--- config.mk ---
export PLATFORM = sky130hd
export DESIGN_NAME = lcdkey_i2c_port
export DESIGN_NICKNAME = d
export VERILOG_FILES = /design/src/rtl/lcdkey_pkg.sv /design/src/rtl/lcdkey_i2c_link.sv /design/src/rtl/lcdkey_regfile.sv /design/src/rtl/lcdkey_i2c_port.sv
export SDC_FILE = /design/constraint.sdc
export NUM_CORES = 1
export LEC_CHECK = 0
export ABC_AREA = 1
export BUFFER_PORTS_ARGS = -buffer_cell sky130_fd_sc_hd__buf_2
export CAP_MARGIN = 15
export CORE_UTILIZATION = 45
export DETAILED_ROUTE_END_ITERATION = 10
export HOLD_SLACK_MARGIN = 0.02
export SLEW_MARGIN = 20
export SYNTH_ARGS = -nofsm -noshare
export SYNTH_HDL_FRONTEND = slang
export SYNTH_SLANG_ARGS = --single-unit
--- constraint.sdc ---
create_clock -name clk -period 2.5 [get_ports clk]
set_input_delay 0.25 -clock clk [delete_from_list [all_inputs] [get_ports clk]]
set_output_delay 0.25 -clock clk [all_outputs]
set_load 0.03 [all_outputs]
--- src/rtl/lcdkey_pkg.sv ---
package lcdkey_pkg;
  localparam int BYTE_W = 8;

  // first-byte opcode prefixes
  localparam logic [5:0] OP_SYS  = 6'b100000;
  localparam logic [4:0] OP_MODE = 5'b10100;
  localparam logic [4:0] OP_SCAN = 5'b11111;

  typedef enum logic [2:0] {
    BS_IDLE, BS_ADDR, BS_ADDR_ACK, BS_WR, BS_WR_ACK, BS_RD, BS_RD_MACK
  } bus_state_e;

  typedef enum logic {FR_SKIP, FR_DATA} frame_e;

  typedef struct packed {
    logic       disp_on;
    logic       run;
    logic       mode16;
    logic       irq_en;
    logic       irq_high;
    logic [2:0] period;
  } ctl_t;
endpackage

--- src/rtl/lcdkey_i2c_link.sv ---
module lcdkey_i2c_link
  import lcdkey_pkg::*;
#(
  parameter logic [6:0] DEV_ADDR = 7'b1110011
) (
  input  logic              clk,
  input  logic              rst_n,
  input  logic              scl_i,
  input  logic              sda_i,
  input  logic [BYTE_W-1:0] tx_data_i,
  output logic              sda_oe_o,
  output logic              rx_valid_o,
  output logic [BYTE_W-1:0] rx_byte_o,
  output logic              rx_first_o,
  output logic              rd_ack_o,
  output logic              frame_edge_o
);
  localparam int CW = $clog2(BYTE_W + 1);
  localparam logic [CW-1:0] CNT_FULL = CW'(BYTE_W);
  localparam logic [CW-1:0] CNT_LAST = CW'(BYTE_W - 1);

  logic scl_q, sda_q;
  logic scl_rise, scl_fall, start_det, stop_det;
  bus_state_e state_q;
  logic [BYTE_W-1:0] sh_q;
  logic [CW-1:0] cnt_q;
  logic rw_q, first_q;

  always_ff @(posedge clk or negedge rst_n) begin
    if (!rst_n) begin
      scl_q <= 1'b1;
      sda_q <= 1'b1;
    end else begin
      scl_q <= scl_i;
      sda_q <= sda_i;
    end
  end

  // bus events, visible to assertions and the register side
  assign scl_rise     = scl_i & ~scl_q;
  assign scl_fall     = ~scl_i & scl_q;
  assign start_det    = scl_i & scl_q & sda_q & ~sda_i;
  assign stop_det     = scl_i & scl_q & ~sda_q & sda_i;
  assign frame_edge_o = start_det | stop_det;

  always_ff @(posedge clk or negedge rst_n) begin
    if (!rst_n) begin
      state_q    <= BS_IDLE;
      sh_q       <= '0;
      cnt_q      <= '0;
      rw_q       <= 1'b0;
      first_q    <= 1'b0;
      sda_oe_o   <= 1'b0;
      rx_valid_o <= 1'b0;
      rx_byte_o  <= '0;
      rx_first_o <= 1'b0;
      rd_ack_o   <= 1'b0;
    end else begin
      rx_valid_o <= 1'b0;
      rd_ack_o   <= 1'b0;
      if (start_det) begin
        state_q  <= BS_ADDR;
        cnt_q    <= '0;
        sda_oe_o <= 1'b0;
      end else if (stop_det) begin
        state_q  <= BS_IDLE;
        sda_oe_o <= 1'b0;
      end else begin
        unique case (state_q)
          BS_ADDR: begin
            if (scl_rise) begin
              sh_q  <= {sh_q[BYTE_W-2:0], sda_i};
              cnt_q <= cnt_q + 1'b1;
            end else if (scl_fall && cnt_q == CNT_FULL) begin
              if (sh_q[BYTE_W-1:1] == DEV_ADDR) begin
                state_q  <= BS_ADDR_ACK;
                sda_oe_o <= 1'b1;
                rw_q     <= sh_q[0];
              end else begin
                state_q <= BS_IDLE;
              end
            end
          end
          BS_ADDR_ACK: begin
            if (scl_fall) begin
              cnt_q <= '0;
              if (rw_q) begin
                state_q  <= BS_RD;
                sh_q     <= tx_data_i;
                sda_oe_o <= ~tx_data_i[BYTE_W-1];
              end else begin
                state_q  <= BS_WR;
                sda_oe_o <= 1'b0;
                first_q  <= 1'b1;
              end
            end
          end
          BS_WR: begin
            if (scl_rise) begin
              sh_q  <= {sh_q[BYTE_W-2:0], sda_i};
              cnt_q <= cnt_q + 1'b1;
              if (cnt_q == CNT_LAST) begin
                rx_valid_o <= 1'b1;
                rx_byte_o  <= {sh_q[BYTE_W-2:0], sda_i};
                rx_first_o <= first_q;
              end
            end else if (scl_fall && cnt_q == CNT_FULL) begin
              state_q  <= BS_WR_ACK;
              sda_oe_o <= 1'b1;
              first_q  <= 1'b0;
            end
          end
          BS_WR_ACK: begin
            if (scl_fall) begin
              state_q  <= BS_WR;
              sda_oe_o <= 1'b0;
              cnt_q    <= '0;
            end
          end
          BS_RD: begin
            if (scl_rise) begin
              cnt_q <= cnt_q + 1'b1;
            end else if (scl_fall) begin
              if (cnt_q == CNT_FULL) begin
                state_q  <= BS_RD_MACK;
                sda_oe_o <= 1'b0;
              end else begin
                sh_q     <= {sh_q[BYTE_W-2:0], 1'b0};
                sda_oe_o <= ~sh_q[BYTE_W-2];
              end
            end
          end
          BS_RD_MACK: begin
            if (scl_rise) begin
              if (!sda_i) rd_ack_o <= 1'b1;
              else        state_q  <= BS_IDLE;
            end else if (scl_fall) begin
              state_q  <= BS_RD;
              cnt_q    <= '0;
              sh_q     <= tx_data_i;
              sda_oe_o <= ~tx_data_i[BYTE_W-1];
            end
          end
          default: ;
        endcase
      end
    end
  end

  // a STOP always leaves the data line free
  a_r13_stop_releases: assert property (@(posedge clk) disable iff (!rst_n)
    stop_det |=> !sda_oe_o);

  // the slave never moves SDA while SCL stays high
  a_r13_sda_steady_scl_high: assert property (@(posedge clk) disable iff (!rst_n)
    (scl_i && scl_q && !start_det && !stop_det) |=> $stable(sda_oe_o));

  // a foreign address is never acknowledged
  a_r1_foreign_no_ack: assert property (@(posedge clk) disable iff (!rst_n)
    (state_q == BS_ADDR && scl_fall && cnt_q == CNT_FULL &&
     sh_q[BYTE_W-1:1] != DEV_ADDR && !start_det && !stop_det) |=> !sda_oe_o);

  // master NACK ends the read and frees SDA
  a_r10_nack_release: assert property (@(posedge clk) disable iff (!rst_n)
    (state_q == BS_RD_MACK && scl_rise && sda_i && !start_det && !stop_det)
    |=> (!sda_oe_o && state_q == BS_IDLE));
endmodule

--- src/rtl/lcdkey_regfile.sv ---
module lcdkey_regfile
  import lcdkey_pkg::*;
#(
  parameter int DEPTH       = 16,
  parameter int KEY_W       = 20,
  parameter int NARROW_LAST = 9,
  localparam int AW         = $clog2(DEPTH)
) (
  input  logic              clk,
  input  logic              rst_n,
  input  logic              rx_valid_i,
  input  logic [BYTE_W-1:0] rx_byte_i,
  input  logic              rx_first_i,
  input  logic              rd_ack_i,
  input  logic              frame_edge_i,
  input  logic [KEY_W-1:0]  key_i,
  input  logic              flag_i,
  input  logic [AW-1:0]     disp_raddr_i,
  output logic [BYTE_W-1:0] disp_rdata_o,
  output logic [BYTE_W-1:0] tx_data_o,
  output ctl_t              ctl_o
);
  localparam int KEY_BYTES = (KEY_W + BYTE_W - 1) / BYTE_W;
  localparam int KEY_PAD   = KEY_BYTES * BYTE_W;
  localparam int KIW       = (KEY_BYTES > 1) ? $clog2(KEY_BYTES) : 1;
  localparam logic [BYTE_W-1:0] P_DISP_LAST   = BYTE_W'(DEPTH - 1);
  localparam logic [BYTE_W-1:0] P_NARROW_LAST = BYTE_W'(NARROW_LAST);
  localparam logic [BYTE_W-1:0] P_KEY_BASE    = 8'h20;
  localparam logic [BYTE_W-1:0] P_KEY_TOP     = BYTE_W'(32'h20 + KEY_BYTES - 1);
  localparam logic [BYTE_W-1:0] P_FLAG        = 8'h30;

  logic [BYTE_W-1:0] mem [DEPTH];
  logic [BYTE_W-1:0] ptr_q;
  frame_e phase_q;
  ctl_t ctl_q;

  logic [KEY_PAD-1:0] key_pad;
  logic [BYTE_W-1:0] key_bytes [KEY_BYTES];
  logic [DEPTH*BYTE_W-1:0] mem_flat;
  logic in_key, in_disp, data_wr;

  assign key_pad = KEY_PAD'(key_i);
  for (genvar g = 0; g < KEY_BYTES; g++) begin : g_keyb
    assign key_bytes[g] = key_pad[g*BYTE_W +: BYTE_W];
  end
  for (genvar g = 0; g < DEPTH; g++) begin : g_flat
    assign mem_flat[g*BYTE_W +: BYTE_W] = mem[g];
  end

  // read-side pointer step: display wraps at the memory end, keys at their top
  function automatic logic [BYTE_W-1:0] rd_step(input logic [BYTE_W-1:0] p);
    if (p <= P_DISP_LAST)
      return (p == P_DISP_LAST) ? '0 : p + BYTE_W'(1);
    else if (p >= P_KEY_BASE && p <= P_KEY_TOP)
      return (p == P_KEY_TOP) ? P_KEY_BASE : p + BYTE_W'(1);
    else
      return p;
  endfunction

  // write-side pointer step: last address depends on the drive mode
  function automatic logic [BYTE_W-1:0] wr_step(input logic [BYTE_W-1:0] p,
                                                input logic m16);
    logic [BYTE_W-1:0] last;
    last = m16 ? P_DISP_LAST : P_NARROW_LAST;
    return (p >= last) ? '0 : p + BYTE_W'(1);
  endfunction

  assign in_disp = (ptr_q <= P_DISP_LAST);
  assign in_key  = (ptr_q >= P_KEY_BASE) && (ptr_q <= P_KEY_TOP);
  assign data_wr = rx_valid_i && !rx_first_i && phase_q == FR_DATA &&
                   ctl_q.run && in_disp && !frame_edge_i;

  always_ff @(posedge clk or negedge rst_n) begin
    if (!rst_n) begin
      ptr_q   <= '0;
      phase_q <= FR_SKIP;
      ctl_q   <= '0;
      for (int i = 0; i < DEPTH; i++) mem[i] <= '0;
    end else if (frame_edge_i) begin
      phase_q <= FR_SKIP;
    end else if (rx_valid_i && rx_first_i) begin
      phase_q <= FR_SKIP;
      if (rx_byte_i[7:2] == OP_SYS) begin
        ctl_q.disp_on <= rx_byte_i[1];
        ctl_q.run     <= rx_byte_i[0];
      end else if (ctl_q.run) begin
        if (rx_byte_i <= P_DISP_LAST || rx_byte_i == P_KEY_BASE ||
            rx_byte_i == P_FLAG) begin
          ptr_q   <= rx_byte_i;
          phase_q <= FR_DATA;
        end else if (rx_byte_i[7:3] == OP_MODE) begin
          ctl_q.irq_high <= rx_byte_i[2];
          ctl_q.irq_en   <= rx_byte_i[1];
          ctl_q.mode16   <= rx_byte_i[0];
        end else if (rx_byte_i[7:3] == OP_SCAN) begin
          ctl_q.period <= rx_byte_i[2:0];
        end
      end
    end else if (data_wr) begin
      mem[ptr_q[AW-1:0]] <= rx_byte_i;
      ptr_q <= wr_step(ptr_q, ctl_q.mode16);
    end else if (rd_ack_i) begin
      ptr_q <= rd_step(ptr_q);
    end
  end

  always_comb begin
    if (in_disp)             tx_data_o = mem[ptr_q[AW-1:0]];
    else if (in_key)         tx_data_o = key_bytes[KIW'(ptr_q - P_KEY_BASE)];
    else if (ptr_q == P_FLAG) tx_data_o = {flag_i, {(BYTE_W-1){1'b0}}};
    else                     tx_data_o = '0;
  end

  assign disp_rdata_o = mem[disp_raddr_i];
  assign ctl_o        = ctl_q;

  // standby freezes display memory
  a_r9_standby_ram_frozen: assert property (@(posedge clk) disable iff (!rst_n)
    !ctl_q.run |=> $stable(mem_flat));

  // standby freezes mode and period fields
  a_r9_standby_mode_frozen: assert property (@(posedge clk) disable iff (!rst_n)
    !ctl_q.run |=> $stable({ctl_q.mode16, ctl_q.irq_en, ctl_q.irq_high, ctl_q.period}));

  // key reads wrap back to the first key byte
  a_r11_key_wrap: assert property (@(posedge clk) disable iff (!rst_n)
    (rd_ack_i && ptr_q == P_KEY_TOP && !frame_edge_i && !rx_valid_i)
    |=> ptr_q == P_KEY_BASE);

  // display reads wrap to zero
  a_r10_disp_wrap: assert property (@(posedge clk) disable iff (!rst_n)
    (rd_ack_i && ptr_q == P_DISP_LAST && !frame_edge_i && !rx_valid_i)
    |=> ptr_q == '0);

  // 20x4 writes wrap after the narrow last address
  a_r7_narrow_wrap: assert property (@(posedge clk) disable iff (!rst_n)
    (data_wr && !ctl_q.mode16 && ptr_q == P_NARROW_LAST) |=> ptr_q == '0);

  // the pointer never leaves the three legal regions
  a_r11_ptr_legal: assert property (@(posedge clk) disable iff (!rst_n)
    (in_disp || in_key || ptr_q == P_FLAG));
endmodule

--- src/rtl/lcdkey_i2c_port.sv ---
module lcdkey_i2c_port
  import lcdkey_pkg::*;
#(
  parameter logic [6:0] DEV_ADDR    = 7'b1110011,
  parameter int         DEPTH       = 16,
  parameter int         KEY_W       = 20,
  parameter int         NARROW_LAST = 9,
  localparam int        AW          = $clog2(DEPTH)
) (
  input  logic             clk,
  input  logic             rst_n,
  input  logic             scl_i,
  input  logic             sda_i,
  output logic             sda_oe_o,
  input  logic [KEY_W-1:0] key_state_i,
  input  logic             irq_flag_i,
  input  logic [AW-1:0]    disp_raddr_i,
  output logic [7:0]       disp_rdata_o,
  output logic             disp_on_o,
  output logic             run_o,
  output logic             mode16_o,
  output logic             irq_pin_en_o,
  output logic             irq_high_o,
  output logic [2:0]       scan_period_o
);
  logic              rx_valid, rx_first, rd_ack, frame_edge;
  logic [BYTE_W-1:0] rx_byte, tx_data;
  ctl_t              ctl;

  lcdkey_i2c_link #(.DEV_ADDR(DEV_ADDR)) link_i (
    .clk          (clk),
    .rst_n        (rst_n),
    .scl_i        (scl_i),
    .sda_i        (sda_i),
    .tx_data_i    (tx_data),
    .sda_oe_o     (sda_oe_o),
    .rx_valid_o   (rx_valid),
    .rx_byte_o    (rx_byte),
    .rx_first_o   (rx_first),
    .rd_ack_o     (rd_ack),
    .frame_edge_o (frame_edge)
  );

  lcdkey_regfile #(.DEPTH(DEPTH), .KEY_W(KEY_W), .NARROW_LAST(NARROW_LAST)) regs_i (
    .clk          (clk),
    .rst_n        (rst_n),
    .rx_valid_i   (rx_valid),
    .rx_byte_i    (rx_byte),
    .rx_first_i   (rx_first),
    .rd_ack_i     (rd_ack),
    .frame_edge_i (frame_edge),
    .key_i        (key_state_i),
    .flag_i       (irq_flag_i),
    .disp_raddr_i (disp_raddr_i),
    .disp_rdata_o (disp_rdata_o),
    .tx_data_o    (tx_data),
    .ctl_o        (ctl)
  );

  assign disp_on_o     = ctl.disp_on;
  assign run_o         = ctl.run;
  assign mode16_o      = ctl.mode16;
  assign irq_pin_en_o  = ctl.irq_en;
  assign irq_high_o    = ctl.irq_high;
  assign scan_period_o = ctl.period;
endmodule

==> results.yml <==
floorplan:
  initial_core_util: 0.459
  core_mm2: 0.0227
  chipHeight_um: 154
  rows: 55
  die_w_um: 154
  pin_count: 46
  die_area_mm2: 0.0238
layout:
  seqCellArea_mm2: 0.00441
  mostFrequentLayoutCells: "nand2_1, o21ai_0, dfrtp_1"
  fillers: 2213
  layout_commonest_cell: "nand2_1"
  drive_gt1_frac: 0.128
  antenna_cells: 0
  num-nets-final: 1477
  stdcell_area_mm2: 0.0116
  multi_input_area_mm2: 0.00508
  area_delta_synth_final_pct: 11.6
sta:
  fmaxAchievable_ghz: 0.457
  hold_violations: 0
  max_slew_margin: 0.438
  final.setup.tns_ns: 0
  drv_slew: 0
  finalCritPeriodShare: 0.875
  setup_viol_count_final: 0
  finClkSkew_ns: 0.0135
  rsz0062_at_grt: "false"
  worst_pin_slew_ns: 0.841
  whs_ns: 0.303
  fin_crit_ns: 2.19
yosys:
  synth.avg_cell_area_um2: 7.36
  synth-seq-cells: 176
  synth_cell_types: 42
  syn_nets: 1454
  synth_cells: 1417
  ys_seq_area_frac: 0.423
  synth_area_mm2: 0.0104
  synth_warnings: 0
global_routing:
  grt_pass1_vias: 8986
  track_usage: 0.272
  grt_max_degree: 69
  antenna_found_initial: 0
  grt_pass1_wl_um: 49900
  overflow: 0
setup_path:
  r2r_cells: 11
  crit_buf_inv: 2
  crit_chain: "inv_1 -> nor2_1 -> a21oi_1 -> o21ai_0 -> o221ai_1 -> nand2_1 -> buf_2"
  crit_slowest_cell: "o21ai_0"
  slowest_delay_ns: 0.38
  critical_path_arrival_ns: 1.94
  required_ns: 2.25
  crit_family: "compound AO/OA/AOI/OAI gates"
  critPathMaxFanout: 2
  critPathKind: "reg -> out"
  start_kind: "flip-flop"
  worst_setup_path_end_kind: "output pin"
  crit_cells: 7
power_and_ir_drop:
  p_leak_nw: 5.38
  p_per_area_mw_per_mm2: 648
  peakVddDrop_uv: 401
hold_path:
  whs_path_depth: 7
  worst_hold_path_type: "in -> reg"
detailed_routing:
  viasPerCell: 5.55
  final_antenna_net_count: 0
  wl_um: 30900
  first_iter_violations: 859
  num_vias: 9653
  wl_per_cell_um: 17.8
  drc: 0
  drt-pass1-iter-count: 5
clock_tree:
  post_cts_buffers: 0
  cts_max_level: 4
  cts_tree: "yes"
  root_buffer: "clkbuf_16"
  cts_inserted_buffers: 17
  clock_latency_ns: 0.44
  clkTransAtPathRegs_ns: 0.07
  cts.sinks: 176
  clock_path_buffers: 2
placed_design:
  io_buffers: 45
  dpl_cell_area_mm2: 0.0109
  place.gp.congestion: 0.940
  hpwl_um: 20700
job:
  maxCapViolations: 0
run_status:
  status: "completed"
## per-stage QoR
step           setup slack (ns)  power [mW]  instances   util
2_1_floorplan             0.516        4.13       1417      -
4_1_cts                   0.296        7.58       1738  0.512
3_5_place_dp              0.390        4.55       1703  0.482
5_1_grt                   0.136        7.88       1738  0.512
3_3_place_gp              0.381        4.55       1703  0.482
6_report                  0.313        7.53       1738  0.512
## routing by layer
| metal | track usage | vias up | share of wire |
|---|---|---|---|
| met2 | 0.423 | 265 | 0.45 |
| met5 | 0 | - | 0 |
| met3 | 0.0378 | 51 | 0.048 |
| met4 | 0.100 | 0 | 0.025 |
| met1 | 0.386 | 4600 | 0.48 |
| li1 | - | 4737 | - |
## logic make-up (layout without fill, tap and decap cells)
| kind of cell | after synthesis | in the layout | synth area share |
|---|---|---|---|
| adder cells (fa/ha/maj) | 8 | 8 | 0.00960 |
| buffers and inverters | 211 | 247 | 0.0898 |
| multiplexers | 8 | 8 | 0.00768 |
| AO/OA/AOI/OAI | 418 | 418 | 0.222 |
| XOR/XNOR | 4 | 4 | 0.00336 |
| flip-flops | 176 | 176 | 0.423 |
| AND/OR/NAND/NOR | 592 | 592 | 0.244 |
## where the power goes
group	internal, mW	switching (mW)
logic	0.431	0.949
clock network	1.80	1.23
registers	2.97	0.151
total	5.20	2.33
## registers in the layout (all words and copies together) (netlist names)
name and cells:
regs_i.mem 128, link_i.rx_byte_o 8, link_i.sh_q 8, regs_i.ctl_o 8
regs_i.ptr_q 8, link_i.cnt_q 4, link_i.state_q 3, link_i.first_q 1
link_i.rd_ack_o 1, link_i.rw_q 1, link_i.rx_first_o 1, link_i.rx_valid_o 1
link_i.scl_q 1, link_i.sda_oe_o 1, link_i.sda_q 1, regs_i.phase_q 1
## layout make-up
class                   instances  share of cell area
multi-input cells            1030               0.437
flip-flops and latches        176               0.379
repair buffers                 91              0.0571
inverters                     124              0.0400
clock buffers                  18              0.0369
well taps                     285              0.0307
clock inverters                14              0.0194
## Yosys cell counts (all sizes together)
master,count,area (um2)
nand2,416,1590
o21ai,272,1470
dfrtp,174,4350
inv,121,454
a21oi,102,510
nor2,84,335
nand3,68,450
buf,46,317
clkbuf,41,154
o211ai,25,188
nor3,11,82.6
o221ai,10,87.6
ha,8,100
mux2i,8,80.1
nand4,8,50.1
a31oi,4,25.0
xor2,4,35.0
clkinv,3,11.3
o31ai,3,22.5
and2,2,12.5
dfstp,2,52.6
and3,1,11.3
nand3b,1,7.51
o21a,1,7.51
o22ai,1,6.26
or2,1,6.26
## worst min-delay path, cell delays in order
cell     delay [ns]
buf_2          0.09
nand2_1        0.05
a21oi_1        0.07
nand2_1        0.07
nand3_1        0.07
nand2_1        0.06
nand2_1        0.04
## repair_timing
action | in CTS | in global routing
endpoints found under the hold margin | 51 | 0
hold buffers | 3 | 0
resized for setup | 0 | 0
## final timing paths
path / startpoint / end / slack (ns)
hold reg to reg: regs_i.mem[22] / regs_i.mem[22] / 0.48
setup reg to reg: regs_i.ptr_q[0] / link_i.sda_oe_o / 0.37
min in group asynchronous: rst_n / regs_i.mem[6] / 0.34
hold / removal: key_state_i[6] / link_i.sh_q[6] / 0.30
max in group asynchronous: rst_n / link_i.scl_q / 1.43
setup / recovery: regs_i.mem[79] / disp_rdata_o[7] / 0.31
No activity file was read; power rests on OpenSTA's default activity.
